$ cat src/rtl/twfe_pkg.sv
package twfe_pkg;
    typedef enum logic [3:0] {
        ST_IDLE,
        ST_ADDR,
        ST_ADDR_ACK,
        ST_INSTR,
        ST_INSTR_ACK,
        ST_WDATA,
        ST_WDATA_ACK,
        ST_RDATA,
        ST_RD_MACK,
        ST_HOLD
    } fe_state_t;

    localparam logic [1:0] IDX_ADDR  = 2'd0;
    localparam logic [1:0] IDX_INSTR = 2'd1;
    localparam logic [1:0] IDX_DATA  = 2'd2;
endpackage

$ cat src/rtl/twfe_filter.sv
module twfe_filter #(
    parameter int unsigned SYNC_STAGES = 2,
    parameter int unsigned FILT_LEN    = 3,
    parameter bit          IDLE_LEVEL  = 1'b1
) (
    input  logic clk,
    input  logic rst_n,
    input  logic din,
    output logic dout
);
    localparam int unsigned HALF = FILT_LEN / 2;

    logic [SYNC_STAGES-1:0] sync_q;
    logic [FILT_LEN-1:0]    win_q;
    logic                   out_q;
    logic                   vote;

    assign vote = ($countones(win_q) > HALF);

    always_ff @(posedge clk or negedge rst_n) begin
        if (!rst_n) begin
            sync_q <= {SYNC_STAGES{IDLE_LEVEL}};
            win_q  <= {FILT_LEN{IDLE_LEVEL}};
            out_q  <= IDLE_LEVEL;
        end else begin
            sync_q <= {sync_q[SYNC_STAGES-2:0], din};
            win_q  <= {win_q[FILT_LEN-2:0], sync_q[SYNC_STAGES-1]};
            out_q  <= vote;
        end
    end

    assign dout = out_q;

    // the filtered level may only change once most of the window agrees with it
    assert_filter_majority_R11: assert property (@(posedge clk) disable iff (!rst_n)
        (out_q != $past(out_q)) |-> ($countones($past(win_q)) > HALF) == out_q);
endmodule

$ cat src/rtl/twfe_cond.sv
module twfe_cond (
    input  logic clk,
    input  logic rst_n,
    input  logic scl_f,
    input  logic sda_f,
    output logic start_p,
    output logic stop_p,
    output logic scl_rise,
    output logic scl_fall
);
    logic scl_d;
    logic sda_d;

    always_ff @(posedge clk or negedge rst_n) begin
        if (!rst_n) begin
            scl_d <= 1'b1;
            sda_d <= 1'b1;
        end else begin
            scl_d <= scl_f;
            sda_d <= sda_f;
        end
    end

    assign start_p  = scl_d & scl_f & sda_d & ~sda_f;
    assign stop_p   = scl_d & scl_f & ~sda_d & sda_f;
    assign scl_rise = ~scl_d & scl_f;
    assign scl_fall = scl_d & ~scl_f;
endmodule

$ cat src/rtl/twfe_fsm.sv
module twfe_fsm
    import twfe_pkg::*;
#(
    parameter int unsigned DATA_W  = 8,
    parameter int unsigned STRAP_W = 4,
    parameter int unsigned TYPE_ID = 5
) (
    input  logic               clk,
    input  logic               rst_n,
    input  logic               start_p,
    input  logic               stop_p,
    input  logic               scl_rise,
    input  logic               scl_fall,
    input  logic               scl_f,
    input  logic               sda_f,
    input  logic [STRAP_W-1:0] strap_i,
    input  logic               busy_i,
    input  logic               rd_sel_i,
    input  logic [DATA_W-1:0]  rd_data_i,
    output logic               sda_pull_o,
    output logic               rd_req_o,
    output logic               byte_vld_o,
    output logic [DATA_W-1:0]  byte_o,
    output logic [1:0]         byte_idx_o
);
    localparam int unsigned TYPE_W = DATA_W - STRAP_W;
    localparam int unsigned CNT_W  = $clog2(DATA_W + 1);
    localparam logic [CNT_W-1:0] CNT_FULL = CNT_W'(DATA_W);
    localparam logic [CNT_W-1:0] CNT_LAST = CNT_W'(DATA_W - 1);
    localparam logic [CNT_W-1:0] CNT_ONE  = CNT_W'(1);

    fe_state_t         state_q, state_d;
    logic [DATA_W-1:0] sh_q, sh_d;
    logic [CNT_W-1:0]  cnt_q, cnt_d;
    logic              pull_q, pull_d;
    logic              vld_q, vld_d;
    logic              req_q, req_d;
    logic [DATA_W-1:0] byte_q, byte_d;
    logic [1:0]        idx_q, idx_d;
    logic              addr_hit;

    assign addr_hit = (sh_q == {TYPE_W'(TYPE_ID), strap_i});

    always_comb begin
        state_d = state_q;
        sh_d    = sh_q;
        cnt_d   = cnt_q;
        pull_d  = pull_q;
        vld_d   = 1'b0;
        req_d   = 1'b0;
        byte_d  = byte_q;
        idx_d   = idx_q;
        if (start_p) begin
            state_d = ST_ADDR;
            cnt_d   = '0;
            pull_d  = 1'b0;
        end else if (stop_p) begin
            state_d = ST_IDLE;
            pull_d  = 1'b0;
        end else begin
            unique case (state_q)
                ST_IDLE, ST_HOLD: begin
                end
                ST_ADDR, ST_INSTR, ST_WDATA: begin
                    if (scl_rise && cnt_q < CNT_FULL) begin
                        sh_d  = {sh_q[DATA_W-2:0], sda_f};
                        cnt_d = cnt_q + CNT_ONE;
                    end else if (scl_fall && cnt_q == CNT_FULL) begin
                        cnt_d  = '0;
                        byte_d = sh_q;
                        if (state_q == ST_ADDR) begin
                            if (addr_hit && !busy_i) begin
                                state_d = ST_ADDR_ACK;
                                pull_d  = 1'b1;
                                vld_d   = 1'b1;
                                idx_d   = IDX_ADDR;
                            end else begin
                                state_d = ST_IDLE;
                            end
                        end else if (state_q == ST_INSTR) begin
                            state_d = ST_INSTR_ACK;
                            pull_d  = 1'b1;
                            vld_d   = 1'b1;
                            idx_d   = IDX_INSTR;
                        end else begin
                            state_d = ST_WDATA_ACK;
                            pull_d  = 1'b1;
                            vld_d   = 1'b1;
                            idx_d   = IDX_DATA;
                        end
                    end
                end
                ST_ADDR_ACK: begin
                    if (scl_fall) begin
                        pull_d  = 1'b0;
                        state_d = ST_INSTR;
                    end
                end
                ST_INSTR_ACK: begin
                    if (scl_fall) begin
                        cnt_d = '0;
                        if (rd_sel_i) begin
                            state_d = ST_RDATA;
                            sh_d    = rd_data_i;
                            pull_d  = ~rd_data_i[DATA_W-1];
                            req_d   = 1'b1;
                        end else begin
                            state_d = ST_WDATA;
                            pull_d  = 1'b0;
                        end
                    end
                end
                ST_WDATA_ACK: begin
                    if (scl_fall) begin
                        pull_d  = 1'b0;
                        state_d = ST_HOLD;
                    end
                end
                ST_RDATA: begin
                    if (scl_fall) begin
                        if (cnt_q == CNT_LAST) begin
                            pull_d  = 1'b0;
                            state_d = ST_RD_MACK;
                        end else begin
                            sh_d   = {sh_q[DATA_W-2:0], 1'b0};
                            pull_d = ~sh_q[DATA_W-2];
                            cnt_d  = cnt_q + CNT_ONE;
                        end
                    end
                end
                ST_RD_MACK: begin
                    if (scl_fall) state_d = ST_HOLD;
                end
                default: state_d = ST_IDLE;
            endcase
        end
    end

    always_ff @(posedge clk or negedge rst_n) begin
        if (!rst_n) state_q <= ST_IDLE;
        else        state_q <= state_d;
    end

    always_ff @(posedge clk or negedge rst_n) begin
        if (!rst_n) begin
            sh_q   <= '0;
            cnt_q  <= '0;
            pull_q <= 1'b0;
            vld_q  <= 1'b0;
            req_q  <= 1'b0;
            byte_q <= '0;
            idx_q  <= IDX_ADDR;
        end else begin
            sh_q   <= sh_d;
            cnt_q  <= cnt_d;
            pull_q <= pull_d;
            vld_q  <= vld_d;
            req_q  <= req_d;
            byte_q <= byte_d;
            idx_q  <= idx_d;
        end
    end

    assign sda_pull_o = pull_q;
    assign rd_req_o   = req_q;
    assign byte_vld_o = vld_q;
    assign byte_o     = byte_q;
    assign byte_idx_o = idx_q;

    // the open-drain pull never toggles while the filtered clock is high
    assert_pull_scl_low_R9: assert property (@(posedge clk) disable iff (!rst_n)
        (pull_q != $past(pull_q)) |-> !scl_f);

    // entering the address acknowledge implies busy was low at the decision
    assert_busy_nack_R5: assert property (@(posedge clk) disable iff (!rst_n)
        (state_q == ST_ADDR_ACK && $past(state_q) == ST_ADDR) |-> !$past(busy_i));

    // a start always restarts the address phase with SDA released
    assert_start_restart_R10: assert property (@(posedge clk) disable iff (!rst_n)
        start_p |=> (state_q == ST_ADDR && !pull_q));

    // a stop always returns to idle
    assert_stop_idle_R2: assert property (@(posedge clk) disable iff (!rst_n)
        stop_p |=> (state_q == ST_IDLE));

    // the read request only coincides with the read shift phase
    assert_rdreq_phase_R8: assert property (@(posedge clk) disable iff (!rst_n)
        req_q |-> (state_q == ST_RDATA && cnt_q == '0));
endmodule

$ cat src/rtl/tw_slave_fe.sv
module tw_slave_fe #(
    parameter int unsigned DATA_W      = 8,
    parameter int unsigned STRAP_W     = 4,
    parameter int unsigned TYPE_ID     = 5,
    parameter int unsigned SYNC_STAGES = 2,
    parameter int unsigned FILT_LEN    = 3
) (
    input  logic               clk,
    input  logic               rst_n,
    input  logic               scl_i,
    input  logic               sda_i,
    output logic               sda_pull_o,
    input  logic [STRAP_W-1:0] strap_i,
    input  logic               busy_i,
    input  logic               rd_sel_i,
    input  logic [DATA_W-1:0]  rd_data_i,
    output logic               rd_req_o,
    output logic               byte_vld_o,
    output logic [DATA_W-1:0]  byte_o,
    output logic [1:0]         byte_idx_o,
    output logic               start_o,
    output logic               stop_o
);
    logic [1:0] raw_lines;
    logic [1:0] filt_lines;
    logic       start_p, stop_p, scl_rise, scl_fall;

    assign raw_lines = {scl_i, sda_i};

    for (genvar g = 0; g < 2; g++) begin : g_line
        twfe_filter #(
            .SYNC_STAGES(SYNC_STAGES),
            .FILT_LEN   (FILT_LEN),
            .IDLE_LEVEL (1'b1)
        ) u_filt (
            .clk  (clk),
            .rst_n(rst_n),
            .din  (raw_lines[g]),
            .dout (filt_lines[g])
        );
    end

    twfe_cond u_cond (
        .clk     (clk),
        .rst_n   (rst_n),
        .scl_f   (filt_lines[1]),
        .sda_f   (filt_lines[0]),
        .start_p (start_p),
        .stop_p  (stop_p),
        .scl_rise(scl_rise),
        .scl_fall(scl_fall)
    );

    twfe_fsm #(
        .DATA_W (DATA_W),
        .STRAP_W(STRAP_W),
        .TYPE_ID(TYPE_ID)
    ) u_fsm (
        .clk       (clk),
        .rst_n     (rst_n),
        .start_p   (start_p),
        .stop_p    (stop_p),
        .scl_rise  (scl_rise),
        .scl_fall  (scl_fall),
        .scl_f     (filt_lines[1]),
        .sda_f     (filt_lines[0]),
        .strap_i   (strap_i),
        .busy_i    (busy_i),
        .rd_sel_i  (rd_sel_i),
        .rd_data_i (rd_data_i),
        .sda_pull_o(sda_pull_o),
        .rd_req_o  (rd_req_o),
        .byte_vld_o(byte_vld_o),
        .byte_o    (byte_o),
        .byte_idx_o(byte_idx_o)
    );

    assign start_o = start_p;
    assign stop_o  = stop_p;

    // start and stop pulses never coincide
    assert_cond_excl_R2: assert property (@(posedge clk) disable iff (!rst_n)
        !(start_o && stop_o));
endmodule

$ cat config.mk
export PLATFORM = sky130hd
export DESIGN_NAME = tw_slave_fe
export DESIGN_NICKNAME = d
export VERILOG_FILES = /design/src/rtl/twfe_pkg.sv /design/src/rtl/twfe_filter.sv /design/src/rtl/twfe_cond.sv /design/src/rtl/twfe_fsm.sv /design/src/rtl/tw_slave_fe.sv
export SDC_FILE = /design/constraint.sdc
export NUM_CORES = 1
export LEC_CHECK = 0
export ABC_CLOCK_PERIOD_IN_PS = 6000
export BUFFER_PORTS_ARGS = -buffer_cell sky130_fd_sc_hd__buf_2
export CORE_MARGIN = 5
export CORE_UTILIZATION = 55
export CTS_BUF_LIST = sky130_fd_sc_hd__clkbuf_8
export DETAILED_ROUTE_END_ITERATION = 6
export HOLD_SLACK_MARGIN = 0.02
export PLACE_DENSITY = 0.87
export SYNTH_ARGS = -nofsm -noshare
export SYNTH_HDL_FRONTEND = slang
export SYNTH_SLANG_ARGS = --single-unit
$ cat constraint.sdc
create_clock -name clk -period 6 [get_ports clk]
set_input_delay 0.3 -clock clk [delete_from_list [all_inputs] [get_ports clk]]
set_output_delay 0.3 -clock clk [all_outputs]
set_load 0.02 [all_outputs]
==> results of run 1 <==
-- routing by layer --
| layer | wire [um] | share of wire (%) | track usage (%) |
|---|---|---|---|
| met2 | 2340 | 50 | 30.3 |
| met4 | 102 | 2.2 | 6.24 |
| met1 | 1990 | 43 | 25.7 |
| met5 | 0 | 0 | 0 |
| met3 | 254 | 5.4 | 4.65 |
-- power by group --
part           leakage, nW  total, mW  internal, mW  switching, mW
Sequential           0.540      0.383         0.326         0.0572
Clock               0.0556      0.221         0.122         0.0981
Combinational        0.573      0.185        0.0945         0.0910
Total                 1.17      0.789         0.543          0.246
-- area by class of cell --
class                           instances  area [um2]  share of cell area (%)
Sequential cell                        43        1090                    43.5
Multi-Input combinational cell        140        1070                    42.4
Timing Repair Buffer                   32         160                    6.37
Clock buffer                            5        68.8                    2.74
Tap cell                               50        62.6                    2.49
Clock inverter                          3        41.3                    1.64
Inverter                                6        22.5                   0.896
-- sequential cells by signal, summed over array words and instances (netlist names), 2 cells and up --
| register | cells |
|---|---|
| u_fsm.byte_o | 8 |
| u_fsm.sh_q | 8 |
| u_fsm.cnt_q | 4 |
| g_line.u_filt.win_q | 6 |
| u_fsm.state_q | 4 |
| g_line.u_filt.dout | 2 |
| g_line.u_filt.sync_q | 4 |
| u_fsm.byte_idx_o | 2 |
-- metrics by stage --
stage	utilization, %	cell area [um2]	hold WS (ns)	power [mW]
final	63.3	2510	0.102	0.789
after global routing	63.3	2510	0.0828	0.833
after CTS	63.3	2510	0.0924	0.793
after detailed placement	60.6	2400	0.347	0.571
after global placement	60.6	2400	0.345	0.561
after floorplan	-	2230	0.00441	0.527
-- worst max-delay path: cells and delay by family (launching register included) --
kind           cells  cell delay (ns)
XOR/XNOR           1             0.15
flip-flops         1             0.81
AO/OA/AOI/OAI      4             1.14
-- worst min-delay path by stage --
stage	slack (ns)	cells past startpoint	start	endpoint
floorplan	0.004	0	rst_n	u_fsm.byte_idx_o[0]$_DFFE_PN0P_
global placement	0.35	0	g_line[1].u_filt.sync_q[1]$_DFF_PN1_	g_line[1].u_filt.win_q[0]$_DFF_PN1_
detailed placement	0.35	0	g_line[1].u_filt.sync_q[1]$_DFF_PN1_	g_line[1].u_filt.win_q[0]$_DFF_PN1_
CTS	0.09	1	scl_i	g_line[1].u_filt.sync_q[0]$_DFF_PN1_
global route	0.08	1	sda_i	g_line[0].u_filt.sync_q[0]$_DFF_PN1_
finish	0.10	1	sda_i	g_line[0].u_filt.sync_q[0]$_DFF_PN1_
-- placed cells by master, fill, tap and decap left out, types with 2 or more instances in the layout --
cell / synthesis / routed
a21boi_0: 2 / 2
nor2b_1: 3 / 3
o21ai_0: 8 / 8
nor3b_1: 3 / 3
buf_2: 3 / 32
nor2_1: 13 / 13
and2_1: 2 / 2
a311o_1: 2 / 2
dfrtp_1: 29 / 29
nand3_1: 3 / 3
ha_1: 4 / 4
nand2_1: 9 / 9
a31oi_1: 2 / 2
inv_1: 6 / 7
o31ai_1: 2 / 2
nand4b_1: 2 / 2
nand2b_1: 8 / 8
mux2_2: 23 / 23
a21o_1: 5 / 5
clkbuf_8: 0 / 5
or3_1: 2 / 2
xor2_1: 2 / 2
a21oi_1: 9 / 9
nor4_1: 3 / 3
nor3_1: 2 / 2
xnor2_1: 4 / 4
a211oi_1: 2 / 2
dfstp_2: 14 / 14
-- cell families (layout without fill, tap and decap cells) --
family	count (synthesis)	in the layout	share of synthesized area (%)
adders and majority gates	4	4	2.25
buffers and inverters	15	46	3.03
muxes	24	24	12.1
DFF	43	43	49.1
AOI/OAI and AO/OA	43	43	14.0
xor gates and xnor gates	6	6	2.36
and+or+nand+nor	63	63	17.1
==> run_results.csv, run 1 <==
group,metric,value,unit
final_layout,areaGrowthSynthToFinish,12.9,%
clock_network,clk_pin_slew,0.08,ns
worst_setup_path,max_stage_delay,0.81,ns
die,die_area,5420,um2
synth,synthFlopType,"dfrtp_1",
worst_setup_path,r2r_start,"u_fsm.state_q[0]$_DFFE_PN0P_",
detailed_routing,first_pass_iters,4,
detailed_routing,wirelength,4690,um
worst_setup_path,cp_cell_sequence,"xnor2_1, a311o_1, a211oi_2, o31ai_1, a32o_1",
worst_setup_path,path_class,"reg -> reg",
synth,ys_seq_area_share,49.1,%
worst_setup_path,path_max_fanout,24,
die,core_area,3970,um2
placed_design,dp_hpwl,3360,um
sta,fin_ws,3.79,ns
final_layout,fillers,314,
final_layout,antenna_cells,0,
synth,async_flop_share,100,%
clock_network,h-tree-depth,2,
placed_design,placed_cells,271,
worst_setup_path,worst-r2r-cell-count,5,
synth,ys_top_cells_by_area,"dfrtp_1, dfstp_2, mux2_2",
placed_design,place_congestion,0.948,
detailed_routing,ant_nets,0,
worst_setup_path,r2r-end,"u_fsm.cnt_q[2]$_DFFE_PN0P_",
sta,period_share,36.9,%
detailed_routing,vias,1649,
synth,synth.most_common_cell,"dfrtp_1",
clock_network,post_cts_buffers,0,
synth,synth_cell_types,54,
die,die_h,73.6,um
clock_network,hold_buffers,0,
detailed_routing,drt_iter0_markers,138,
sta,period_minus_slack,2.21,ns
flow_run,maxCapViolations,0,
die,rows,23,
clock_network,clock-root-buffer,"clkbuf_8",
worst_setup_path,cp_data_arrival_time,2.40,ns
synth,synth_edf_count,0,
clock_network,cts_tree,"built",
sta,rsz0062_at_grt,"false",
placed_design,portBuffers,32,
synth,syn_inst,198,
worst_setup_path,endpoint,"u_fsm.cnt_q[2]$_DFFE_PN0P_",
sta,worst_slew_pin_slew,0.930,ns
pwr,peakVddDrop,0.000180,V
worst_setup_path,r2r_slack,3.79,ns
final_layout,stdcell_count,279,
clock_network,cts_made_buffers,5,
die,initial_utilization,56.1,%
worst_setup_path,end_kind,"register",
global_route,grt_usage,19.1,%
global_route,grt_pass1_vias,1626,
synth,ys_ff_latch,43,
sta,finalSetupViolations,0,
clock_network,numClockSinks,43,
final_layout,layout-drive-gt1-share,37.6,%
die,pin_count,33,
detailed_routing,via_per_inst,5.91,
sta,hold_viol,0,
sta,final.setup.tns,0,ns
detailed_routing,drc,0,
global_route,grt-ovfl-total,0,
detailed_routing,wire_per_inst,16.8,um
sta,fmax,452,MHz
pwr,p_per_area,314,nW/um2
worst_setup_path,critPathLaunchType,"register",
global_route,antenna_found_initial,0,
run_status,status,"finished, final reports clean",
synth,netlist_area,2230,um2
worst_setup_path,slowest_stage,"dfrtp_1",
pwr,p_leak,1.17,nW
synth,synth_top_area_cell,"dfrtp_1",
worst_setup_path,worstSetupStartpoint,"u_fsm.state_q[0]$_DFFE_PN0P_",
clock_network,cts_resized,0,
synth,synth_common_cells,"dfrtp_1, mux2_2, dfstp_2, nor2_1",
sta,slew_headroom,38.0,%
synth,yosysWarnings,0,
sta,final_max_slew_viol_count,0,
clock_network,worstSkewPairLatency,0.30,ns
worst_setup_path,worstPathRequired,6.19,ns
synth,synth_nets,220,
final_layout,num-nets-final,250,
global_route,grt_max_degree,44,
global_route,grt_pass1_wl,7920,um
hold_path,hp-class,"in -> reg",
clock_network,clockBufferDepth,2,
synth,synth_top_area_share,32.6,%
synth,avgSynthCellArea,11.2,um2
die,die_x,73.6,um
sta,fin_skew,0.00714,ns
placed_design,dpl_worst_slack,3.79,ns
No activity file was read; power rests on OpenSTA's default activity.
==> run 2, diff against run 1 <==
--- a/config.mk
+++ b/config.mk
@@ -5,14 +5,14 @@
 export SDC_FILE = /design/constraint.sdc
 export NUM_CORES = 1
 export LEC_CHECK = 0
-export ABC_CLOCK_PERIOD_IN_PS = 6000
+export ABC_CLOCK_PERIOD_IN_PS = 2000
 export BUFFER_PORTS_ARGS = -buffer_cell sky130_fd_sc_hd__buf_2
 export CORE_MARGIN = 5
-export CORE_UTILIZATION = 55
+export CORE_UTILIZATION = 53
 export CTS_BUF_LIST = sky130_fd_sc_hd__clkbuf_8
 export DETAILED_ROUTE_END_ITERATION = 6
 export HOLD_SLACK_MARGIN = 0.02
-export PLACE_DENSITY = 0.87
+export PLACE_DENSITY = 0.88
 export SYNTH_ARGS = -nofsm -noshare
 export SYNTH_HDL_FRONTEND = slang
 export SYNTH_SLANG_ARGS = --single-unit
==> constraint.sdc (replaced) <==
create_clock -name clk -period 2 [get_ports clk]
set_input_delay 0.1 -clock clk [delete_from_list [all_inputs] [get_ports clk]]
set_output_delay 0.1 -clock clk [all_outputs]
set_load 0.02 [all_outputs]
==> run 2 against run 1 <==
Effect of this change: critical path depth rose by 2; via count rose by 7.9%; sequential power rose to 2.8 times the previous value; count of clock-buffer cells in the layout did not move; hold slack improved by 0.0047 ns.
==> run_results.csv, run 2 (synthesis results as in run 1) <==
group,metric,value,unit
pwr,comb_power_share,29.7,%
sta,hold_viol,0,
worst_setup_path,path_class,"reg -> reg",
worst_setup_path,worstPathRequired,2.19,ns
worst_setup_path,r2r_start,"u_fsm.cnt_q[0]$_DFFE_PN0P_",
final_layout,multi_input_area,1090,um2
final_layout,stdcell_count,307,
pwr,p_switching,812,uW
worst_setup_path,cp_data_arrival_time,2.18,ns
clock_network,cts_tree,"built",
die,die_area,5600,um2
final_layout,final_common_cell,"buf_2",
worst_setup_path,path_max_fanout,8,
die,rows,23,
sta,final_max_slew_viol_count,0,
die,pin_count,33,
placed_design,placed_cells,289,
global_route,grt_usage,20.2,%
detailed_routing,via_per_inst,5.79,
clock_network,clockBufferDepth,2,
final_layout,num-nets-final,278,
pwr,p_seq_share,42.7,%
clock_network,numClockSinks,43,
global_route,grt_max_degree,40,
global_route,met2_usage,32.1,%
sta,period_minus_slack,1.99,ns
final_layout,layout-drive-gt1-share,46.3,%
run_status,status,"finished, final reports clean",
pwr,p_int,1.74,mW
detailed_routing,wire_per_inst,16.7,um
die,initial_utilization,55.3,%
global_route,met3_usage,5.21,%
final_layout,mostFrequentLayoutCells,"buf_2, dfrtp_1, mux2_2, buf_4, dfstp_2",
detailed_routing,vias,1779,
hold_path,hp-class,"in -> reg",
final_layout,fillers,285,
die,die_x,74.8,um
sta,finalSetupViolations,0,
sta,period_share,99.5,%
clock_network,cts_made_buffers,5,
pwr,peakVddDrop,0.000635,V
detailed_routing,first_pass_iters,4,
worst_setup_path,endpoint,"u_fsm.sh_q[3]$_DFFE_PN0P_",
final_layout,areaGrowthSynthToFinish,25.1,%
global_route,grt_pass1_vias,1855,
pwr,p_leak,1.32,nW
worst_setup_path,worstSetupStartpoint,"u_fsm.cnt_q[0]$_DFFE_PN0P_",
worst_setup_path,worst-r2r-cell-count,7,
placed_design,dp_hpwl,3530,um
global_route,grt_pass1_wl,8510,um
sta,worst_slew_pin_slew,0.859,ns
global_route,grt-ovfl-total,0,
worst_setup_path,r2r-end,"u_fsm.sh_q[3]$_DFFE_PN0P_",
global_route,antenna_found_initial,0,
pwr,p_per_area,915,nW/um2
pwr,p_total,2.55,mW
die,die_h,74.8,um
detailed_routing,ant_nets,0,
clock_network,clock-root-buffer,"clkbuf_8",
sta,fmax,502,MHz
sta,whs,0.106,ns
worst_setup_path,critPathLaunchType,"register",
die,core_area,4030,um2
clock_network,worstSkewPairLatency,0.30,ns
worst_setup_path,end_kind,"register",
sta,slew_headroom,42.7,%
worst_setup_path,r2r_slack,0.01,ns
clock_network,clk_pin_slew,0.09,ns
placed_design,place_congestion,0.908,
detailed_routing,drc,0,
pwr,sw_frac_of_total,31.9,%
final_layout,seqCellArea,1090,um2
global_route,busiest_layer,"met2",
final_layout,antenna_cells,0,
detailed_routing,wirelength,5140,um
sta,fin_skew,0.00519,ns
detailed_routing,drt_iter0_markers,153,
global_route,use_met1,26.1,%
clock_network,h-tree-depth,2,
pwr,clkPwrFrac,27.6,%
flow_run,maxCapViolations,0,
placed_design,portBuffers,32,
sta,rsz0062_at_grt,"true",
==> run 2: per-stage QoR <==
stage               setup TNS, ns  util [%]  area (um2)  worst slack, ns
floorplan                       0         -        2230           0.0787
global placement                0      63.4        2550           0.0332
detailed placement              0      63.4        2550          0.00768
CTS                             0      67.9        2730         0.000605
global route               -0.414      69.1        2790          -0.0601
finish                          0      69.1        2790          0.00968
==> run 2: area by class of cell <==
class                      instances  area share, %
timing repair buffer              60           14.5
tap                               50           2.25
multi-input combinational        140           39.0
inverter                           6          0.809
sequential                        43           39.3
clock inverter                     3           1.71
clock buffer                       5           2.47
==> run 2: worst min path at each step <==
stage / start / endpoint / depth (start not counted)
detailed placement: sda_i / g_line[0].u_filt.sync_q[0]$_DFF_PN1_ / 1
global placement: sda_i / g_line[0].u_filt.sync_q[0]$_DFF_PN1_ / 1
floorplan: rst_n / u_fsm.byte_idx_o[0]$_DFFE_PN0P_ / 0
global route: rd_sel_i / u_fsm.rd_req_o$_DFF_PN0_ / 3
finish: rd_sel_i / u_fsm.rd_req_o$_DFF_PN0_ / 3
CTS: rd_sel_i / u_fsm.rd_req_o$_DFF_PN0_ / 3
==> run 2: what timing repair did <==
| item | CTS | global route |
|---|---|---|
| pin swaps | 2 | 4 |
| setup buffers | 3 | 4 |
| hold buffers | 3 | 0 |
| setup endpoints to repair | 5 | 13 |
| gates resized for setup | 0 | 8 |
| endpoints found under the hold margin | 31 | 0 |
==> run 2: metal layers <==
| layer | wire (um) | part of all wire [%] |
|---|---|---|
| met5 | 0 | 0 |
| met1 | 2150 | 42 |
| met3 | 262 | 5.1 |
| met2 | 2640 | 51 |
| met4 | 82 | 1.6 |
==> run 2: power by group through the flow <==
| stage | clock network [mW] | logic (mW) | registers, mW |
|---|---|---|---|
| final | 0.703 | 0.757 | 1.09 |
| after global placement | 0 | 0.695 | 1.09 |
| after floorplan | 0 | 0.510 | 1.07 |
| after detailed placement | 0 | 0.718 | 1.10 |
| after global routing | 0.756 | 0.840 | 1.10 |
| after CTS | 0.722 | 0.732 | 1.09 |
==> run 2: critical path: stages (launching register included) <==
cell and delay (ns):
dfrtp_1 0.41, ha_2 0.19, and3b_1 0.20, a21o_1 0.17, a211oi_2 0.22, and3_4 0.23, buf_12 0.12, mux2_2 0.34
